[src/rtl/pcr_pkg.sv]
package pcr_pkg;

   typedef enum logic [1:0] {
      ACT_HOLD = 2'd0,
      ACT_LOAD = 2'd1,
      ACT_ZERO = 2'd2,
      ACT_STEP = 2'd3
   } pcr_act_e;

   function automatic pcr_act_e pick_action(input logic load,
                                            input logic zero,
                                            input logic step);
      pcr_act_e a;
      if (load)      a = ACT_LOAD;
      else if (zero) a = ACT_ZERO;
      else if (step) a = ACT_STEP;
      else           a = ACT_HOLD;
      return a;
   endfunction

endpackage

[src/rtl/pcr_read_guard.sv]
module pcr_read_guard (
   input  logic clk,
   input  logic rst_n,
   input  logic rd_req,
   input  logic rd_end,
   input  logic pulse,
   input  logic count_en,
   input  logic flush,
   output logic step
);
   logic done_q;
   logic pend_q;
   logic freeze;
   logic live_pulse;

   assign freeze     = rd_req & ~done_q;
   assign live_pulse = pulse & count_en;

   always_ff @(posedge clk or negedge rst_n) begin
      if (!rst_n) begin
         done_q <= 1'b0;
      end else if (!rd_req) begin
         done_q <= 1'b0;
      end else if (rd_end) begin
         done_q <= 1'b1;
      end
   end

   always_ff @(posedge clk or negedge rst_n) begin
      if (!rst_n) begin
         pend_q <= 1'b0;
      end else if (flush || !freeze || rd_end) begin
         pend_q <= 1'b0;
      end else if (live_pulse) begin
         pend_q <= 1'b1;
      end
   end

   always_comb begin
      if (flush)       step = 1'b0;
      else if (freeze) step = rd_end & (pend_q | live_pulse);
      else             step = live_pulse;
   end
endmodule

[src/rtl/pcr_count_core.sv]
module pcr_count_core
   import pcr_pkg::*;
#(
   parameter int WIDTH       = 16,
   parameter bit STOP_AT_END = 1'b1
) (
   input  logic             clk,
   input  logic             rst_n,
   input  pcr_act_e         act,
   input  logic [WIDTH-1:0] preset,
   output logic [WIDTH-1:0] count_q,
   output logic             end_q,
   output logic             count_en
);
   localparam logic [WIDTH-1:0] ALL_ONES = {WIDTH{1'b1}};
   localparam logic [WIDTH-1:0] ONE      = WIDTH'(1);

   logic [WIDTH-1:0] load_val;
   logic [WIDTH-1:0] inc_val;
   logic [WIDTH-1:0] count_d;
   logic             end_d;

   assign load_val = ~preset;
   assign inc_val  = count_q + ONE;

   always_comb begin
      count_d = count_q;
      end_d   = end_q;
      unique case (act)
         ACT_LOAD: begin
            count_d = load_val;
            end_d   = (load_val == ALL_ONES);
         end
         ACT_ZERO: begin
            count_d = '0;
            end_d   = 1'b0;
         end
         ACT_STEP: begin
            count_d = inc_val;
            end_d   = end_q | (inc_val == ALL_ONES);
         end
         default: begin
            count_d = count_q;
            end_d   = end_q;
         end
      endcase
   end

   always_ff @(posedge clk or negedge rst_n) begin
      if (!rst_n) begin
         count_q <= '0;
         end_q   <= 1'b0;
      end else begin
         count_q <= count_d;
         end_q   <= end_d;
      end
   end

   generate
      if (STOP_AT_END) begin : g_stop
         assign count_en = ~end_q;
      end else begin : g_wrap
         assign count_en = 1'b1;
      end
   endgenerate
endmodule

[src/rtl/pcr_preset_counter.sv]
module pcr_preset_counter
   import pcr_pkg::*;
#(
   parameter int WIDTH       = 16,
   parameter bit STOP_AT_END = 1'b1
) (
   input  logic             clk,
   input  logic             rst_n,
   input  logic             cnt_pulse,
   input  logic             wr_load,
   input  logic [WIDTH-1:0] wr_data,
   input  logic             clr_zero,
   input  logic             rd_req,
   input  logic             rd_end,
   output logic [WIDTH-1:0] rd_data,
   output logic             end_o
);
   generate
      if (WIDTH < 2) begin : g_bad_width
         $error("pcr_preset_counter: WIDTH must be at least 2");
      end
   endgenerate

   logic     flush;
   logic     step;
   logic     count_en;
   pcr_act_e act;

   assign flush = wr_load | clr_zero;

   pcr_read_guard u_guard (
      .clk      (clk),
      .rst_n    (rst_n),
      .rd_req   (rd_req),
      .rd_end   (rd_end),
      .pulse    (cnt_pulse),
      .count_en (count_en),
      .flush    (flush),
      .step     (step)
   );

   assign act = pick_action(wr_load, clr_zero, step);

   pcr_count_core #(
      .WIDTH       (WIDTH),
      .STOP_AT_END (STOP_AT_END)
   ) u_core (
      .clk      (clk),
      .rst_n    (rst_n),
      .act      (act),
      .preset   (wr_data),
      .count_q  (rd_data),
      .end_q    (end_o),
      .count_en (count_en)
   );
endmodule

[config.mk]
export PLATFORM = sky130hd
export DESIGN_NAME = pcr_preset_counter
export DESIGN_NICKNAME = d
export VERILOG_FILES = /design/src/rtl/pcr_pkg.sv /design/src/rtl/pcr_read_guard.sv /design/src/rtl/pcr_count_core.sv /design/src/rtl/pcr_preset_counter.sv
export SDC_FILE = /design/constraint.sdc
export NUM_CORES = 1
export LEC_CHECK = 0
export BUFFER_PORTS_ARGS = -buffer_cell sky130_fd_sc_hd__buf_2
export CORE_UTILIZATION = 49
export CTS_CLUSTER_SIZE = 20
export DETAILED_ROUTE_END_ITERATION = 6
export PLACE_DENSITY = 0.78
export SETUP_SLACK_MARGIN = 0.2
export SLEW_MARGIN = 20
export SYNTH_ARGS = -nofsm -noshare
export SYNTH_HDL_FRONTEND = slang
export SYNTH_SLANG_ARGS = --single-unit
[constraint.sdc]
create_clock -name clk -period 1.9 [get_ports clk]
set_clock_uncertainty 0.05 [all_clocks]
set_input_delay 0 -clock clk [delete_from_list [all_inputs] [get_ports clk]]
set_output_delay 0 -clock clk [all_outputs]
set_load 0.1 [all_outputs]
# After elaboration in Yosys (flattened, before gate mapping)
# Index checks and enable logic that the tools add are counted.
[word_totals] regBits=19 latch_bits=0 ram_bits=0 mem_bits_ro=0 wordCells=36 mem_count=0
[op_classes] addsub=1 n_mul=0 n_div=0 order_cmp=0 n_eq_ne=6 n_shift=0 mux=11 n_bitwise=9 reduce_logical=5
[op_table] op="$pmux 16 s3" n=1
[op_table] op="$eq 16x16->1 const B" n=2
[op_table] op="$add 16x1->16 const B" n=1
[op_table] op="$not 16->16" n=1
[op_table] op="$mux 1" n=6
[op_table] op="$mux 2" n=3
[op_table] op="$eq 2x2->1 const B" n=2
[op_table] op="$and 1x1->1" n=3
[op_table] op="$or 1x1->1" n=3
[op_table] op="$pmux 1 s3" n=1
[op_table] op="$reduce_bool 3->1" n=1
[op_table] op="$eq 2x1->1 const B" n=1
[op_table] op="$logic_or 1x1->1" n=2
[op_table] op="$ne 2x1->1 const B" n=1
[op_table] op="$not 1->1" n=2
[op_table] op="$reduce_bool 2->1" n=1
[op_table] op="$logic_not 1->1" n=1

# Depth between registers and ports, before layout
# Gate-level depths: netlist of run 1.
[logic_depth] ltp_word=11 ltp_mapped=6 depth_no_buf=6

# Cells and area by module
# From an unflattened synthesis of run 1, not the netlist that was laid out.
[unflattened] cells_unflattened=149 hier_area_um2=1353.8
[modules_own_cells] mod="pcr_count_core" n_inst=1 cells_each=135 area_per_inst_um2=1224.9 seq_area_each_um2=425.4
[modules_own_cells] mod="pcr_read_guard" n_inst=1 cells_each=9 area_per_inst_um2=103.8 seq_area_each_um2=50.0
[modules_own_cells] mod="pcr_preset_counter" n_inst=1 cells_each=5 area_per_inst_um2=25.0 seq_area_each_um2=0.0

# Worst setup path before layout of run 1
# Ideal clock, no wire load.
[synth_path] kind="reg2reg" startpoint="register u_core.count_q[0]" endpoint="register u_core.count_q[10]" t_arrival_ns=2.369 setup_slack_ns=-0.603 stages_incl_launch_ff=7 n_path_buf=0 synth_period_minus_slack_ns=2.503 path_cell_list="dfrtp_1 ha_1 nand3_1 a211oi_2 nand3_1 xor2_1 o22ai_1"
[synth_between] elab_chain_cells=2
[synth_rtl] element="from (decl)" line_no="pcr_count_core.sv:11" text="output logic [WIDTH-1:0] count_q,"
[synth_rtl] element="from (signal assigned)" line_no="pcr_count_core.sv:54" text="count_q <= count_d;"
[synth_rtl] element="$add 16x1->16" line_no="pcr_count_core.sv:24" text="assign inc_val = count_q + ONE;"
[synth_rtl] element="$pmux 16 s3" line_no="pcr_count_core.sv:29" text="unique case (act)"
# Every way passes these cells.
# A chain may end at the register's enable or synchronous reset.

# Worst setup path after layout of run 1
[layout_path] startpoint="register u_core.count_q[0]" endpoint="register u_core.end_q"
[layout_between] elab_chain_cells=4
[layout_rtl] element="$add 16x1->16" line_no="pcr_count_core.sv:24"
[layout_rtl] element="$eq 16x16->1" line_no="pcr_count_core.sv:40" text="end_d = end_q | (inc_val == ALL_ONES);"
[layout_rtl] element="$or 1x1->1" line_no="pcr_count_core.sv:40"
[layout_rtl] element="$pmux 1 s3" line_no="pcr_count_core.sv:29"
[layout_rtl] element="to (signal assigned)" line_no="pcr_count_core.sv:55" text="end_q <= end_d;"
[layout_rtl] element="to (decl)" line_no="pcr_count_core.sv:12" text="output logic end_q,"
# Every way passes these cells.

==> summary.md, run 1 <==
| Metric | Value |
|---|---|
| HPWL Detailed | `around 2200 microns` |
| TritonCTS clock tree | `built` |
| DRT iter0 DRCs | `between 60 and 70` |
| Instance area after placement | `between 1500 and 2000 sq um` |
| CP Capture Type | `flip-flop` |
| Max VDD drop | `0.482 mV` |
| CTS sink count | `19` |
| F_max | `0.566 GHz` |
| Compound-Gate Fraction of Synth Area | `approximately 18%` |
| Share of cells above drive strength 1 | `48.8%` |
| Clock power frac | `19.1%` |
| Endpoints failing setup | `0` |
| Mapped Nets | `147` |
| Largest family of logic cells by synthesized area | `simple AND/OR/NAND/NOR gates` |
| Area contributors post-synth | `dfrtp_1 40%, xor2_1 11%, o22ai_1 8.9%` |
| Drt first pass iters | `4` |
| Clock latency on the worst-skew pair | `0.31 ns` |
| Status | `completed` |
| Final ANT Viol Nets | `0` |
| Sequential share of the synthesized area | `39.7%` |
| R2R depth | `6` |
| Setup tns final | `0 ns` |
| Sequential Power Share | `41.8%` |
| Pleak | `between 0.8 and 0.9 nW` |
| Total CTS buffers | `3` |
| Total number of yosys warnings | `0` |
| Synth-to-Final Area Change | `65.0%` |
| Post-Synth Simple-Gate Area | `25.5%` |
| Most common cell after layout, fill and taps aside | `buf_2` |
| CP max FO | `4` |
| Final WL | `4090 microns` |
| Tightest Pin Transition | `0.486 ns` |
| Wire length per cell | `17.7 microns` |
| Sw Ratio | `approximately 43%` |
| Switching pwr | `0.506 mW` |
| Distinct cells, synth | `34` |
| Largest area contributor in the netlist | `dfrtp_1` |
| Register bit total from synthesis | `19` |
| Global-route wire length before repair | `roughly 6100 microns` |
| WP data arrival | `1.94 ns` |
| Final #Nets | `approximately 230` |
| Final min period | `1.77 ns` |
| GR Overflow Total | `0` |
| Post-Syn Instances | `roughly 120` |
| Vias/cell | `5.91` |
| Mux share of post-synthesis cell area | `less than 1%` |
| Syn Area/Cell | `around 9.8 sq um` |
| Antenna diode count | `0` |
| Yosys top cell area share | `39.7%` |
| Post-Synth Adder-Cell Area | `2.09%` |
| Slew Limit Fails | `0` |
| Setup CP Type | `reg -> reg` |
| Total Routing Usage GR | `31.2%` |
| RSZ-0062 raised after global routing | `true` |
| Fin. Hold Viols | `0` |
| Total number of vias | `between 1000 and 1500` |
| Clk root buf | `clkbuf_4` |
| Max-slew headroom | `67.5%` |
| Pwr Density | `595 nW/um^2` |
| Internal | `0.671 mW` |
| Clk slew on worst S/H paths | `about 0.12 ns` |
| Commonest non-fill, non-tap cells in the layout | `39 x buf_2, 23 x dlygate4sd3_1, 17 x o22ai_1` |
| Largest net degree at the start of global routing | `20` |
| Core area | `2250 sq um` |
| Hold Crit Depth | `4` |
| # rows | `17` |
| Full die area | `2650 sq um` |
| Critical Path RT | `roughly 2.1 ns` |
| Comb pwr share | `approximately two fifths` |
| Initial core utilization | `53.2%` |
| DR DRC count | `0` |
| Initial antenna violation count | `0` |
| Max-cap violations | `0` |
| Synthesized cell area | `1200 sq um` |
| Worst min path class | `in -> reg` |
| H-Tree Depth | `1` |
| Worst Setup Start Kind | `flip-flop` |
| Cell area after layout | `1980 sq um` |
| Placer Congestion | `0.806` |
| Count of boundary I/O pins | `40` |
| Number of global-route vias before repair | `1313` |
| Longest Clk Path Bufs | `2` |
| Die height | `between 50 and 60 microns` |
| I/O Buffers | `39` |
| XOR/XNOR share of the synthesized area | `12.4%` |
| Tcrit/Tclk final | `92.9%` |
| Die width | `51.5 microns` |
## cell usage after synthesis
cell type  count
nand3_1        8
clkbuf_1       3
nor2_1         4
a211oi_2       2
xor2_1        15
nand2_1       11
dfrtp_1       19
a32o_1         1
o211a_1        1
o2111ai_1      1
o31ai_2        1
o22ai_1       17
and3_1         2
and2_1         1
mux2_1         1
nand4b_1       1
or3b_1         1
nor4_1         4
nand3b_1       1
nor4b_4        1
nor3b_2        1
nand3_2        1
o21a_1         1
xnor2_1        2
nand4_4        1
a21oi_1        5
and3_4         1
nor4b_1        2
ha_1           2
nand4_1        4
o21ai_0        1
nand2b_1       2
inv_1          3
or2_1          1
## worst paths after layout
kind,to,slack (ns),start
min in group asynchronous,u_guard.pend_q,0.10,rst_n
worst min register to register,u_guard.pend_q,0.50,u_guard.pend_q
worst max register to register,u_core.end_q,0.13,u_core.count_q[0]
worst max-delay path,u_core.end_q,0.13,u_core.count_q[0]
worst min-delay path,u_core.end_q,0.05,wr_load
max in group asynchronous,u_core.count_q[0],1.35,rst_n
## what timing repair did
item | 4_1_cts | 5_1_grt
hold endpoints to repair | 37 | 0
hold buffers | 23 | 0
buffers inserted | 13 | 4
pin swaps | 6 | 5
gates resized for setup | 4 | 10
setup endpoints to repair | 12 | 13
## cell families after synthesis
family | after synthesis
DFF | 19
and+or+nand+nor | 47
adders and majority gates | 2
AOI/OAI and AO/OA | 30
buffers and inverters | 6
muxes | 1
xor gates and xnor gates | 17
## metrics by stage
step                setup slack (ns)  hold slack (ns)  power [mW]  instances  util [%]
finish                         0.134           0.0535        1.18        231      87.7
global route                  0.0835           0.0926        1.21        231      87.7
CTS                            0.204           0.0541        1.15        227      84.2
detailed placement             0.125          -0.0755       0.869        187      67.4
global placement               0.172          -0.0906       0.864        187      67.4
floorplan                     0.0617           -0.346       0.780        122         -
## layout make-up
cell class                 instances  area, sq um
clock buffer                       3         22.5
inverter                           3         11.3
clock inverter                     1         5.00
tap                               28         35.0
timing repair buffer              80          572
sequential                        19          533
fill                             131          277
multi-input combinational         97          800
## routing by layer
metal,vias up,GRT usage [%],share of wire (%)
met2,75,52.6,51
met4,0,10.4,2.2
met5,-,0,0
met3,10,3.27,7.1
met1,654,41.2,40
li1,626,-,-
## registers in the layout, summed over array words and instances, names as in the netlist
| name | count |
|---|---|
| u_core.end_q | 1 |
| u_guard.done_q | 1 |
| u_core.count_q | 16 |
| u_guard.pend_q | 1 |
## power groups by stage
stage               logic (mW)  registers (mW)  clock network [mW]
detailed placement       0.362           0.507                   0
global placement         0.358           0.506                   0
finish                   0.461           0.492               0.225
CTS                      0.435           0.489               0.226
floorplan               0.0876           0.692                   0
global route             0.481           0.496               0.236
## critical path, stage by stage (launching register included)
cell and delay (ns):
dfrtp_4 0.46, buf_6 0.10, nand4_4 0.12, or3b_4 0.42, a21oi_2 0.17, o2111ai_2 0.17, o31ai_2 0.20
Note: power is estimated with default switching activity, not from simulation.
==> inputs of run 2 (changes only) <==
--- a/config.mk
+++ b/config.mk
@@ -9,6 +9,7 @@
 export CORE_UTILIZATION = 49
 export CTS_CLUSTER_SIZE = 20
 export DETAILED_ROUTE_END_ITERATION = 6
+export MAX_ROUTING_LAYER = met4
 export PLACE_DENSITY = 0.78
 export SETUP_SLACK_MARGIN = 0.2
 export SLEW_MARGIN = 20
==> run 2 against run 1 <==
Compared with the run above:
- die area unchanged
- register-to-register slack about the same
- sequential share of layout area stayed put
- clock power is essentially flat
==> summary.md, run 2 (synthesis results as in run 1) <==
| Metric | Value |
|---|---|
| Core area | `2250 sq um (unchanged)` |
| Slew Limit Fails | `0 (unchanged)` |
| Final min period | `1.77 ns (+0.00525 ns)` |
| Max VDD drop | `0.482 mV (about the same)` |
| Largest net degree at the start of global routing | `20 (unchanged)` |
| DR DRC count | `0 (unchanged)` |
| Global-route wire length before repair | `6150 microns (about the same)` |
| Worst reg2reg setup slack | `0.13 ns (about the same)` |
| TritonCTS clock tree | `built` |
| CP Launch Point | `u_core.count_q[1]` |
| HPWL Detailed | `2220 microns (unchanged)` |
| Tightest Pin Transition | `0.504 ns (+0.0180 ns)` |
| Number of global-route vias before repair | `1314 (+0.076%)` |
| H-Tree Depth | `1 (unchanged)` |
| Final #Nets | `229 (unchanged)` |
| Endpoints failing setup | `0 (unchanged)` |
| # rows | `17 (unchanged)` |
| Critical Path RT | `2.07 ns (about the same)` |
| Layout Utilization | `87.7% (unchanged)` |
| WP data arrival | `1.94 ns (about the same)` |
| Fin. Hold Viols | `0 (unchanged)` |
| Max reg flops | `16 (unchanged)` |
| Setup CP Type | `reg -> reg` |
| I/O Buffers | `39 (unchanged)` |
| Placer Congestion | `0.818 (+1.5%)` |
| Met2 wire len | `2040 microns (-2.5%)` |
| Biggest register | `u_core.count_q` |
| Total CTS buffers | `3 (unchanged)` |
| Met3 routed WL | `212 microns (-27%)` |
| Total Routing Usage GR | `32.0% (+0.84 points)` |
| Share of cells above drive strength 1 | `48.8% (unchanged)` |
| Wire length on met1 | `1720 microns (+6.3%)` |
| GR Overflow Total | `0 (unchanged)` |
| Max-slew headroom | `66.3% (-1.2 points)` |
| Antenna diode count | `0 (unchanged)` |
| F_max | `0.565 GHz (-0.30%)` |
| Clk root buf | `clkbuf_4` |
| Status | `completed` |
| Instance area after placement | `1520 sq um (unchanged)` |
| Die width | `51.5 microns (unchanged)` |
| CTS sink count | `19 (unchanged)` |
| R2R depth | `7 (+1)` |
| Synth-to-Final Area Change | `65.0% (unchanged)` |
| Initial antenna violation count | `0 (unchanged)` |
| Longest Clk Path Bufs | `2 (unchanged)` |
| Worst R2R End | `u_core.end_q` |
| Max-cap violations | `0 (unchanged)` |
| Cell area after layout | `1980 sq um (unchanged)` |
| Total number of vias | `1374 (+0.66%)` |
| Vias/cell | `5.95 (+0.66%)` |
| Final WL | `4070 microns (-0.34%)` |
| Wire length per cell | `17.6 microns (-0.34%)` |
| Commonest non-fill, non-tap cells in the layout | `39 x buf_2, 23 x dlygate4sd3_1, 17 x o22ai_1` |
| Worst Setup Start Kind | `flip-flop` |
| Initial core utilization | `53.2% (unchanged)` |
| Full die area | `2650 sq um (unchanged)` |
| Max layer used | `met4` |
| Drt first pass iters | `4 (unchanged)` |
| Tcrit/Tclk final | `93.2% (+0.28 points)` |
| Worst min path class | `in -> reg` |
| Pwr Density | `594 nW/um^2 (-0.12%)` |
| Setup tns final | `0 ns (unchanged)` |
| Hold Path Origin | `wr_load` |
| Count of boundary I/O pins | `40 (unchanged)` |
| Clock latency on the worst-skew pair | `0.31 ns (about the same)` |
| CP max FO | `3 (-1)` |
| Clk slew on worst S/H paths | `0.12 ns (about the same)` |
| Worst R2R Start | `u_core.count_q[1]` |
| Final ANT Viol Nets | `0 (unchanged)` |
| DRT iter0 DRCs | `51 (-20%)` |
| Pleak | `0.809 nW (unchanged)` |
| Die height | `51.5 microns (unchanged)` |
| Crit path capture | `u_core.end_q` |
| CP Capture Type | `flip-flop` |
| RSZ-0062 raised after global routing | `true` |
| Most common cell after layout, fill and taps aside | `buf_2` |
[run 2: cell counts in the layout (fill, tap and decap cells not counted)]
No cell type changed its count.
[run 2: final cells by class]
| class | instances | area [sq um] |
|---|---|---|
| fill | 131 | 277 |
| inverter | 3 | 11.3 |
| sequential | 19 | 533 |
| clock inverter | 1 | 5.00 |
| tap | 28 | 35.0 |
| clock buffer | 3 | 22.5 |
| multi-input combinational | 97 | 800 |
| timing repair buffer | 80 | 572 |
[run 2: power by group]
group / switching, mW / internal [mW]
Clock: 0.144 / 0.0786
Sequential: 0.0452 / 0.447
Combinational: 0.316 / 0.146
Total: 0.505 / 0.671
[run 2: metal layers]
layer / up-vias / GRT usage (%)
li1: 627 / -
met1: 662 / 41.4
met2: 71 / 52.6
met3: 14 / 2.98
met4: 0 / 10.4
met5: - / -
[run 2: worst min path at each step]
stage	endpoint	cells after the start
after floorplan	u_core.count_q[14]	0
after global placement	u_guard.pend_q	1
after detailed placement	u_guard.pend_q	1
after CTS	u_core.end_q	4
after global routing	u_core.end_q	4
final	u_core.end_q	4
[run 2: stage by stage]
| step | worst slack [ns] | std cells | power (mW) | hold WS (ns) |
|---|---|---|---|---|
| 2_1_floorplan | 0.0617 | 122 | 0.780 | -0.346 |
| 3_3_place_gp | 0.172 | 187 | 0.864 | -0.0906 |
| 3_5_place_dp | 0.125 | 187 | 0.869 | -0.0755 |
| 4_1_cts | 0.204 | 227 | 1.15 | 0.0541 |
| 5_1_grt | 0.0835 | 231 | 1.21 | 0.0926 |
| 6_report | 0.129 | 231 | 1.18 | 0.0563 |
[run 2: what timing repair did]
action	in CTS	in global routing
resized for setup	4	10
pin swaps	6	5
setup buffers	13	4
setup endpoints to repair	12	13
endpoints found under the hold margin	37	0
hold buffers	23	0
[run 2: worst max-delay path: stages, from the launching register on]
cell,delay [ns]
dfrtp_4,0.53
buf_4,0.16
buf_4,0.13
nand2_1,0.09
xor2_1,0.09
o22ai_1,0.24
o2111ai_2,0.20
o31ai_2,0.20
==> inputs of run 3 (changes only) <==
--- a/config.mk
+++ b/config.mk
@@ -5,12 +5,12 @@
 export SDC_FILE = /design/constraint.sdc
 export NUM_CORES = 1
 export LEC_CHECK = 0
-export BUFFER_PORTS_ARGS = -buffer_cell sky130_fd_sc_hd__buf_2
-export CORE_UTILIZATION = 49
+export CORE_UTILIZATION = 55
 export CTS_CLUSTER_SIZE = 20
 export DETAILED_ROUTE_END_ITERATION = 6
+export DONT_BUFFER_PORTS = 1
 export MAX_ROUTING_LAYER = met4
-export PLACE_DENSITY = 0.78
+export PLACE_DENSITY = 0.7
 export SETUP_SLACK_MARGIN = 0.2
 export SLEW_MARGIN = 20
 export SYNTH_ARGS = -nofsm -noshare
==> run 3 against run 2 <==
Compared with the run above:
- setup slack got worse by 0.053 ns
- worst hold slack better by 0.030 ns
- sequential share of layout area grew 1.8 points
- die area is 10% lower
- via count decreased by 2.3%
- critical path type unchanged
- highest routed layer unchanged
==> summary.md, run 3 (synthesis results as in run 1) <==
| Metric | Value |
|---|---|
| Status | `completed` |
| Total CTS buffers | `3 (unchanged)` |
| I/O Buffers | `0 (-100%)` |
| Placer Congestion | `0.856 (+4.6%)` |
| Clk root buf | `clkbuf_4` |
| Global-route wire length before repair | `6630 microns (+7.9%)` |
| Biggest register | `u_core.count_q` |
| Vias/cell | `6.72 (+13%)` |
| Dpl cells | `165 (-12%)` |
| Commonest non-fill, non-tap cells in the layout | `25 x buf_4, 23 x dlygate4sd3_1, 17 x o22ai_1` |
| Max VDD drop | `0.615 mV (+28%)` |
| Share of cells above drive strength 1 | `41.0% (-7.7 points)` |
| Layout Utilization | `92.6% (+4.8 points)` |
| Core area | `2000 sq um (-11%)` |
| Total number of vias | `1343 (-2.3%)` |
| Final hold slack | `0.0861 ns (+0.0298 ns)` |
| Critical Path RT | `2.07 ns (about the same)` |
| Count of boundary I/O pins | `40 (unchanged)` |
| Longest Clk Path Bufs | `2 (unchanged)` |
| CP Capture Type | `flip-flop` |
| Slew Limit Fails | `0 (unchanged)` |
| HPWL Detailed | `2350 microns (+5.9%)` |
| CTS sink count | `19 (unchanged)` |
| Setup tns final | `0 ns (unchanged)` |
| Total Routing Usage GR | `38.3% (+6.3 points)` |
| Setup CP Type | `reg -> reg` |
| Worst min path class | `in -> reg` |
| TritonCTS clock tree | `built` |
| Pwr Density | `623 nW/um^2 (+4.7%)` |
| Full die area | `2370 sq um (-10%)` |
| Number of fill cells | `70 (-47%)` |
| Die width | `48.7 microns (-5.4%)` |
| Final #Nets | `199 (-13%)` |
| Clk slew on worst S/H paths | `0.13 ns (about the same)` |
| CP max FO | `5 (+2)` |
| GR Overflow Total | `0 (unchanged)` |
| Final WL | `4360 microns (+7.2%)` |
| Clock latency on the worst-skew pair | `0.31 ns (about the same)` |
| Most common cell after layout, fill and taps aside | `buf_4` |
| Tightest Pin Transition | `0.897 ns (+0.393 ns)` |
| RSZ-0062 raised after global routing | `true` |
| Largest net degree at the start of global routing | `20 (unchanged)` |
| Drt first pass iters | `6 (+2)` |
| # rows | `16 (-1)` |
| Initial core utilization | `59.9% (+6.7 points)` |
| Antenna diode count | `0 (unchanged)` |
| Endpoints failing setup | `0 (unchanged)` |
| Synth-to-Final Area Change | `54.6%` |
| Fin. Hold Viols | `0 (unchanged)` |
| DR DRC count | `0 (unchanged)` |
| Die height | `48.7 microns (-5.4%)` |
| F_max | `0.548 GHz (-2.9%)` |
| Non-filler cells, final | `200 (-13%)` |
| WP data arrival | `1.99 ns (+0.05 ns)` |
| DRT iter0 DRCs | `44 (-14%)` |
| Max reg flops | `16 (unchanged)` |
| Tcrit/Tclk final | `96.0% (+2.8 points)` |
| Max-cap violations | `0 (unchanged)` |
| Pleak | `0.717 nW (-11%)` |
| Final min period | `1.82 ns (+0.0527 ns)` |
| Number of global-route vias before repair | `1345 (+2.4%)` |
| H-Tree Depth | `1 (unchanged)` |
| Final ANT Viol Nets | `0 (unchanged)` |
| Max-slew headroom | `40.0% (-26 points)` |
| Wire length per cell | `21.8 microns (+24%)` |
| Initial antenna violation count | `0 (unchanged)` |
| Worst Setup Start Kind | `flip-flop` |
[run 3: where the power goes]
part           total, mW  internal [mW]  switching (mW)
Combinational      0.440          0.132           0.309
Sequential         0.493          0.447          0.0465
Clock              0.220         0.0787           0.141
Total               1.15          0.657           0.497
[run 3: worst paths after layout]
check / from / to / slack [ns] / cells past startpoint
worst max register to register: u_core.count_q[1] / u_core.end_q / 0.08 / 6
worst min-delay path: wr_data[9] / u_core.end_q / 0.09 / 5
worst min register to register: u_guard.pend_q / u_guard.pend_q / 0.53 / 2
min in group asynchronous: rst_n / u_core.count_q[1] / 0.19 / 1
worst max-delay path: u_core.count_q[1] / u_core.end_q / 0.08 / 6
max in group asynchronous: rst_n / u_core.count_q[12] / 0.95 / 1
[run 3: what timing repair did]
action | CTS | global route
pin swaps | 1 | 7
buffers inserted | 5 | 3
hold buffers | 23 | 0
setup endpoints to repair | 5 | 14
cloned | 0 | 0
resized for setup | 3 | 10
hold endpoints to repair | 38 | 0
[run 3: layout make-up]
| class | instances | area [sq um] | area share [%] |
|---|---|---|---|
| clock buffers | 3 | 22.5 | 1.22 |
| clock inverters | 1 | 5.00 | 0.270 |
| inverters | 3 | 11.3 | 0.608 |
| multi-input cells | 97 | 798 | 43.1 |
| flip-flops and latches | 19 | 533 | 28.8 |
| well taps | 27 | 33.8 | 1.82 |
| repair buffers | 50 | 449 | 24.2 |
[run 3: metal layers]
layer	track usage (%)	share of wire, %	vias up
met2	67.4	51	100
met1	43.6	37	653
met5	-	0	-
li1	-	-	564
met4	13.7	4.7	0
met3	6.60	7.4	26
[run 3: per-stage QoR]
step	power, mW	area, sq um	setup slack, ns
floorplan	0.780	1290	0.0617
global placement	0.844	1460	0.203
detailed placement	0.851	1460	0.164
CTS	1.12	1770	0.188
global route	1.18	1850	0.0587
finish	1.15	1850	0.0763
[run 3: critical path: stages, from the launching register on]
cell	delay, ns
dfrtp_4	0.54
ha_4	0.20
and3_4	0.19
nor4b_2	0.33
a32o_2	0.20
a21oi_2	0.05
o31ai_2	0.18
